## src/rtl/icd_pkg.sv

```systemverilog
package icd_pkg;

    localparam int WORD_W = 14;
    localparam int OPC_W  = 6;
    localparam int FILE_W = 7;
    localparam int BIT_W  = 3;
    localparam int LIT_W  = 8;
    localparam int IMM_W  = 11;
    localparam int CLS_W  = 2;

    // bit positions of the formats
    localparam int DEST_POS     = FILE_W;                 // 7
    localparam int BIT_LO       = FILE_W;                 // 7
    localparam int BIT_OPC_LO   = FILE_W + BIT_W;         // 10
    localparam int BYTE_OPC_LO  = FILE_W + 1;             // 8
    localparam int JUMP_OPC_LO  = IMM_W;                  // 11
    localparam int BIT_OPC_W    = WORD_W - BIT_OPC_LO;    // 4
    localparam int JUMP_OPC_W   = WORD_W - JUMP_OPC_LO;   // 3

    typedef enum logic [CLS_W-1:0] {
        CLS_BYTE = 2'd0,
        CLS_BIT  = 2'd1,
        CLS_LIT  = 2'd2,
        CLS_JUMP = 2'd3
    } fmt_cls_e;

    typedef struct packed {
        logic [OPC_W-1:0]  opcode;
        logic [FILE_W-1:0] file_addr;
        logic [BIT_W-1:0]  bit_sel;
        logic [IMM_W-1:0]  imm;
        logic              to_wreg;
        logic              to_file;
    } fields_t;

endpackage

```

## src/rtl/icd_phase_gen.sv

```systemverilog
module icd_phase_gen #(
    parameter int PHASES = 4,
    localparam int PH_W  = (PHASES > 1) ? $clog2(PHASES) : 1
) (
    input  logic              clk,
    input  logic              rst,
    output logic [PHASES-1:0] stb,
    output logic              last
);

    typedef struct packed {
        logic [PH_W-1:0] phase;
    } ph_state_t;

    ph_state_t st_d, st_q;

    always_comb begin
        st_d = st_q;
        if (rst) begin
            st_d.phase = '0;
        end else if (st_q.phase == PH_W'(PHASES - 1)) begin
            st_d.phase = '0;
        end else begin
            st_d.phase = st_q.phase + 1'b1;
        end
    end

    always_ff @(posedge clk) begin
        st_q <= st_d;
    end

    for (genvar i = 0; i < PHASES; i++) begin : g_stb
        assign stb[i] = (st_q.phase == PH_W'(i));

        // each strobe hands over to its successor on the next clock
        assert_rotate_R2: assert property (@(posedge clk) disable iff (rst)
            stb[i] |=> stb[(i + 1) % PHASES]);
    end

    assign last = stb[PHASES-1];

    // after a reset clock the first phase is active
    assert_reset_phase_R1: assert property (@(posedge clk)
        rst |=> (stb == PHASES'(1)));

endmodule

```

## src/rtl/icd_word_latch.sv

```systemverilog
module icd_word_latch
    import icd_pkg::*;
(
    input  logic              clk,
    input  logic              rst,
    input  logic              last,
    input  logic [WORD_W-1:0] fetch_word,
    input  fmt_cls_e          fetch_class,
    input  logic              redirect,
    output logic [WORD_W-1:0] ir,
    output fmt_cls_e          cls,
    output logic              flushed
);

    typedef struct packed {
        logic [WORD_W-1:0] ir;
        fmt_cls_e          cls;
        logic              flushed;
    } lat_state_t;

    lat_state_t st_d, st_q;

    always_comb begin
        st_d = st_q;
        if (rst) begin
            st_d.ir      = '0;
            st_d.cls     = CLS_BYTE;
            st_d.flushed = 1'b0;
        end else if (last) begin
            if (redirect) begin
                st_d.ir      = '0;
                st_d.cls     = CLS_BYTE;
                st_d.flushed = 1'b1;
            end else begin
                st_d.ir      = fetch_word;
                st_d.cls     = fetch_class;
                st_d.flushed = 1'b0;
            end
        end
    end

    always_ff @(posedge clk) begin
        st_q <= st_d;
    end

    assign ir      = st_q.ir;
    assign cls     = st_q.cls;
    assign flushed = st_q.flushed;

    // the word only changes at the end of the last phase
    assert_hold_word_R3: assert property (@(posedge clk) disable iff (rst)
        !last |=> $stable(ir) && $stable(cls));

    // redirect outside the last phase leaves the flush state alone
    assert_ignore_redirect_R11: assert property (@(posedge clk) disable iff (rst)
        !last |=> $stable(flushed));

    // a redirect at the last phase yields a zeroed, flushed word
    assert_flush_word_R10: assert property (@(posedge clk) disable iff (rst)
        (last && redirect) |=> (flushed && ir == '0));

    // reset clears any pending flush
    assert_reset_flush_R1: assert property (@(posedge clk)
        rst |=> !flushed);

endmodule

```

## src/rtl/icd_field_split.sv

```systemverilog
module icd_field_split
    import icd_pkg::*;
(
    input  logic [WORD_W-1:0] ir,
    input  fmt_cls_e          cls,
    input  logic              flushed,
    output fields_t           fld
);

    always_comb begin
        fld = '0;
        if (!flushed) begin
            unique case (cls)
                CLS_BYTE: begin
                    fld.opcode    = ir[WORD_W-1:BYTE_OPC_LO];
                    fld.file_addr = ir[FILE_W-1:0];
                    fld.to_file   = ir[DEST_POS];
                    fld.to_wreg   = !ir[DEST_POS];
                end
                CLS_BIT: begin
                    fld.opcode    = OPC_W'(ir[WORD_W-1:BIT_OPC_LO]);
                    fld.bit_sel   = ir[BIT_OPC_LO-1:BIT_LO];
                    fld.file_addr = ir[FILE_W-1:0];
                end
                CLS_LIT: begin
                    fld.opcode    = ir[WORD_W-1:BYTE_OPC_LO];
                    fld.imm       = IMM_W'(ir[LIT_W-1:0]);
                end
                CLS_JUMP: begin
                    fld.opcode    = OPC_W'(ir[WORD_W-1:JUMP_OPC_LO]);
                    fld.imm       = ir[IMM_W-1:0];
                end
                default: fld = '0;
            endcase
        end
    end

endmodule

```

## src/rtl/instr_cycle_seq.sv

```systemverilog
module instr_cycle_seq
    import icd_pkg::*;
#(
    parameter int PHASES = 4
) (
    input  logic              clk,
    input  logic              rst,
    input  logic [WORD_W-1:0] fetch_word,
    input  logic [CLS_W-1:0]  fetch_class,
    input  logic              redirect,
    output logic [PHASES-1:0] phase_stb,
    output logic              flush,
    output logic [OPC_W-1:0]  opcode,
    output logic [FILE_W-1:0] file_addr,
    output logic [BIT_W-1:0]  bit_sel,
    output logic [IMM_W-1:0]  imm,
    output logic              to_wreg,
    output logic              to_file
);

    logic              last;
    logic [WORD_W-1:0] ir;
    fmt_cls_e          cls;
    logic              flushed;
    fields_t           fld;

    icd_phase_gen #(.PHASES(PHASES)) u_phase (
        .clk  (clk),
        .rst  (rst),
        .stb  (phase_stb),
        .last (last)
    );

    icd_word_latch u_latch (
        .clk         (clk),
        .rst         (rst),
        .last        (last),
        .fetch_word  (fetch_word),
        .fetch_class (fmt_cls_e'(fetch_class)),
        .redirect    (redirect),
        .ir          (ir),
        .cls         (cls),
        .flushed     (flushed)
    );

    icd_field_split u_split (
        .ir      (ir),
        .cls     (cls),
        .flushed (flushed),
        .fld     (fld)
    );

    assign flush     = flushed;
    assign opcode    = fld.opcode;
    assign file_addr = fld.file_addr;
    assign bit_sel   = fld.bit_sel;
    assign imm       = fld.imm;
    assign to_wreg   = fld.to_wreg;
    assign to_file   = fld.to_file;

    // exactly one strobe at any time
    assert_one_strobe_R2: assert property (@(posedge clk) disable iff (rst)
        $countones(phase_stb) == 1);

    // the two destinations never both selected
    assert_dest_excl_R5: assert property (@(posedge clk) disable iff (rst)
        !(to_wreg && to_file));

    // a flushed cycle drives no field and no destination
    assert_flush_quiet_R10: assert property (@(posedge clk) disable iff (rst)
        flush |-> (opcode == '0 && file_addr == '0 && imm == '0 &&
                   bit_sel == '0 && !to_wreg && !to_file));

    // bit index only in bit class, destinations only in byte class
    assert_foreign_zero_R9: assert property (@(posedge clk) disable iff (rst)
        (cls != CLS_BIT) |-> (bit_sel == '0));
    assert_dest_class_R9: assert property (@(posedge clk) disable iff (rst)
        (cls != CLS_BYTE) |-> (!to_wreg && !to_file));

endmodule

```

## config.mk

```make
export PLATFORM = sky130hd
export DESIGN_NAME = instr_cycle_seq
export DESIGN_NICKNAME = d
export VERILOG_FILES = /design/src/rtl/icd_pkg.sv /design/src/rtl/icd_phase_gen.sv /design/src/rtl/icd_word_latch.sv /design/src/rtl/icd_field_split.sv /design/src/rtl/instr_cycle_seq.sv
export SDC_FILE = /design/constraint.sdc
export NUM_CORES = 1
export LEC_CHECK = 0
export ABC_AREA = 0
export BUFFER_PORTS_ARGS = -buffer_cell sky130_fd_sc_hd__buf_4
export CAP_MARGIN = 20
export CORE_MARGIN = 2
export CORE_UTILIZATION = 42
export CTS_CLUSTER_SIZE = 40
export DETAILED_ROUTE_END_ITERATION = 8
export GPL_TIMING_DRIVEN = 0
export PLACE_DENSITY = 0.73
export SYNTH_ARGS = -nofsm -noshare
export SYNTH_HDL_FRONTEND = slang
export SYNTH_HIERARCHICAL = 1
export SYNTH_SLANG_ARGS = --single-unit
```

## constraint.sdc

```tcl
create_clock -name clk -period 1.6 [get_ports clk]
set_input_delay 0.08 -clock clk [delete_from_list [all_inputs] [get_ports clk]]
set_output_delay 0.08 -clock clk [all_outputs]
set_load 0.01 [all_outputs]
```

=== Yosys cells after proc, flatten, opt, wreduce, memory -nomap -nowiden ===
Cells that the tools add are included.

* Register bits after elaboration: 19
* Bits in latches: 0
* RAM bits: 0
* Memory bits (read-only): 0
* Output and inout bits: 34
* Word-level logic and storage cells: 24
* Memories kept: 0

* $add $sub $neg: 1
* Multipliers: 0
* Divide/modulo/power cells: 0
* Magnitude comparators: 0
* Equal/unequal tests: 6
* Shift operators: 0
* Mux-type cells: 7
* Bitwise logic cells: 0
* Reductions and logical operators: 6

{| class="wikitable"
|+ Operator list
! operator !! number
|-
| $mux W29 || 1
|-
| $pmux W11 S2 || 1
|-
| $pmux W6 S3 || 1
|-
| $mux W17 || 1
|-
| $eq A2 B2 Y1 const B || 4
|-
| $mux W7 || 1
|-
| $reduce_or A2 Y1 || 3
|-
| $eq A2 B1 Y1 const B || 2
|-
| $logic_not A2 Y1 || 2
|-
| $mux W3 || 1
|-
| $add A2 B1 Y2 const B || 1
|-
| $mux W2 || 1
|-
| $logic_not A1 Y1 || 1
|}

=== Depth between registers and ports, before layout ===
* Depth after elaboration: 4
* Gate-level depth with buffers: 4

=== Cells and area by module ===
The synthesis kept the hierarchy.

{| class="wikitable"
|+ Modules (own cells, without submodules)
! module !! instances !! cells an instance !! area an instance (µm²) !! seq. area each (µm²)
|-
| icd_word_latch || 1 || 73 || 696.9 || 340.3
|-
| icd_field_split || 1 || 44 || 306.5 || 0.0
|-
| icd_phase_gen || 1 || 11 || 127.6 || 40.0
|}

=== Least setup slack after synthesis ===
OpenSTA, ideal clock, no wires.

* Kind: reg-to-reg
* Start point: reg u_phase/st_q[0] (netlist name)
* End point: reg u_latch.st_q (netlist bit u_latch/flushed)
* Arrival time: 1.064 ns
* Required time: 1.483 ns
* Setup slack: 0.419 ns
* Cell stages (with the launch flop): 5
* Buffers on the path: 1
* Period minus slack after synthesis: 1.181 ns
* Cells stage by stage: dfxtp_1 -> ha_1 -> buf_6 -> mux2i_1 -> nor2_1

* Word-level cells in the longest chain between the ends: 1

{| class="wikitable"
|+ Ends and longest elaborated chain
! what !! RTL line !! text
|-
| start, declared || icd_phase_gen.sv:15 || <nowiki>ph_state_t st_d, st_q;</nowiki>
|-
| start signal, assigned || icd_phase_gen.sv:29 || <nowiki>st_q <= st_d;</nowiki>
|-
| $eq A2 B2 Y1 || icd_phase_gen.sv:33 || <nowiki>assign stb[i] = (st_q.phase == PH_W'(i));</nowiki>
|-
| via last || instr_cycle_seq.sv:21 || <nowiki>logic last;</nowiki>
|-
| end signal, assigned || icd_word_latch.sv:43 || <nowiki>st_q <= st_d;</nowiki>
|-
| end, declared || icd_word_latch.sv:21 || <nowiki>lat_state_t st_d, st_q;</nowiki>
|}

The timed path passes the listed nets, and every way through them passes these cells.
A chain may end at the register's enable or synchronous reset.

=== Worst setup path in the final report ===
* Start point: reg u_phase/st_q[0] (netlist name)
* End point: out phase_stb[3]

* Word-level cells in the longest chain between the ends: 1

{| class="wikitable"
|+ Ends and longest elaborated chain
! what !! RTL line !! text
|-
| $eq A2 B2 Y1 || icd_phase_gen.sv:33 ||
|-
| end, declared || instr_cycle_seq.sv:11 || <nowiki>output logic [PHASES-1:0] phase_stb,</nowiki>
|}

Every way passes these cells.

==> metrics <==
status finished, final reports clean; DRC 0; area of the multi-input gates 669 um^2; area occupied by registers 380 um^2; Clock transition at path regs 0.11 ns; Area Growth Syn to Fin 41.3%; CP arrival 1.40 ns; port bufs 52; most common cell after layout, fill and taps aside buf_4; First-pass DRT Iterations 4; met2 WL 1420 um; Synth Instances 128; Synth Area per Inst 8.84 um^2; sequential-to-total area share from yosys stat 33.6%; fin area 0.00160 mm^2; die area 0.00312 mm^2; first-pass GRT wire length 4550 um; slew margin rel. 74.5%; cell accounting for the most synthesized area dfxtp_1; Detail Route Antenna Nets 0; total track usage 17.9%; final setup violating endpoints 0; critical path type flip-flop to output pin; core area 0.00252 mm^2; Worst-Skew Late Latency 0.29 ns; Yosys warnings 6; Initial Util 44.8%; Slew Limit Fails 0; Root Driver clkbuf_4; Final Net Count 209; Worst Clk Skew 0.00567 ns; top post-synthesis cells by area dfxtp_1, nand3b_1, and2_1, nand2b_1, a21oi_1; Max-cap violations 0; CTS HTree Levels 1; Detailed Route WL 2800 um; Hold Vio Cnt, Final 0; fmax 676 MHz; Vias/cell 5.00; fin crit period 1.48 ns; flop and latch count out of synthesis 19; Top Metal Used met4; Post-Syn Area 0.00113 mm^2; area post-placement 0.00156 mm^2; Worst EP required 1.52 ns; routed length per instance 13.0 um; Worst VDD drop 0.432 mV; PD cells 594 mW/mm^2; RSZ-0062 raised after global routing no; critical-path maximum fanout 9; chip width 55.9 um; io pins 53; first-iteration detailed-routing DRC count 14; crit share post-route 92.4%; initial antenna violation count 0; most frequent cells in the layout buf_4, dfxtp_1, and2_1; share of the synthesized area in the top cell type 33.6%; Die H 55.9 um; DR WL met3 142 um; M1 WL 1220 um; routability cong. 0.767; GRT overflow 0; CTS tree yes; dpl hpwl 2210 um; Antenna diodes 0; setup TNS 0 ns; post-synthesis net count 151; ratio of cells with drive above 1 in the final layout 38.9%; synth unique cells 22; Clock Path Buffers 2; worst min-delay path class input port to flip-flop; CTS Buf Count 3; final-layout fill cell count 226; largest net degree at the start of global routing 11; FP Rows 18; vias in the first global route 1020; Least-Margin Pin Slew 0.382 ns; CP startpoint kind flip-flop; LEAKAGE 0.693 nW; vias 1075; Post CTS Setup Buffer Count 0; CP endpoint kind output pin; Clock Sinks 19
cell families after synthesis:
| logic type | count (synthesis) | share of synthesized area (%) |
|---|---|---|
| DFF | 19 | 33.6 |
| AOI/OAI and AO/OA | 20 | 9.51 |
| buffers and inverters | 12 | 7.41 |
| and+or+nand+nor | 69 | 41.5 |
| muxes | 4 | 3.54 |
| adders and majority gates | 4 | 4.42 |
report_power, final:
| part | switching [W] | internal, W |
|---|---|---|
| combinational | 0.0000920 | 0.000117 |
| sequential | 0.0000152 | 0.000489 |
| clock | 0.000139 | 0.0000967 |
per-stage QoR:
step	hold WS [ns]	util (%)	std cells	worst slack (ns)	power, W
CTS	0.0511	63.2	215	0.0847	0.000955
global route	0.0556	63.3	215	0.0186	0.00100
global placement	0.260	61.8	210	0.271	0.000713
detailed placement	0.278	61.8	210	0.250	0.000721
finish	0.0578	63.3	215	0.122	0.000949
floorplan	0.144	-	128	0.419	0.000624
synth_stat cells:
master    instances
nor3_2            1
nor4b_1           1
nor4_1            1
ha_1              4
and2_1           18
mux2i_1           4
nor3b_1           2
and2_2            3
nor3b_2           2
a21oi_1          17
and2b_1           1
clkbuf_2          1
inv_1             2
nor2_1            5
buf_6             3
buf_4             3
nand2b_1         17
dfxtp_1          19
and3b_1           1
a211oi_1          3
nand3b_1         17
buf_2             3
flip-flops by register name, summed over array words and instances, names as in the netlist:
register and cells:
u_latch/flushed 1, u_latch/ir 14, u_latch/cls 2, u_phase/st_q 2
metal layers:
metal  global-route usage (%)  vias to the layer above
li1                         -                      546
met1                     21.6                      497
met3                     2.79                        2
met4                     5.10                        0
met5                        0                        -
met2                     32.7                       30
final timing paths:
| kind | startpoint | end | slack (ns) | cells past startpoint |
|---|---|---|---|---|
| max reg2reg | u_phase/st_q[0]$_SDFF_PP0_ | u_latch/cls[0]$_SDFFE_PP0P_ | 0.22 | 4 |
| max | u_phase/st_q[0]$_SDFF_PP0_ | phase_stb[3] | 0.12 | 3 |
| min | fetch_word[2] | u_latch/ir[2]$_SDFFE_PP0P_ | 0.06 | 3 |
| min reg2reg | u_latch/ir[3]$_SDFFE_PP0P_ | u_latch/ir[3]$_SDFFE_PP0P_ | 0.49 | 2 |
area by class of cell:
class                   instances  area share [%]
well taps                      30            2.35
plain buffers                  10            4.78
inverters                       2           0.470
repair buffers                 53            25.1
clock buffers                   4            1.64
multi-input cells              97            41.9
flip-flops and latches         19            23.8
critical path: stages, from the launching register on:
cell and delay, ns:
dfxtp_1 0.42, ha_1 0.42, buf_4 0.18, buf_4 0.11
repair_timing:
item | 4_1_cts | 5_1_grt
endpoints found under the setup margin | 0 | 7
resized for setup | 0 | 1
hold buffers | 1 | 0
hold endpoints to repair | 2 | 0
Power figures use the tool's default switching activity.
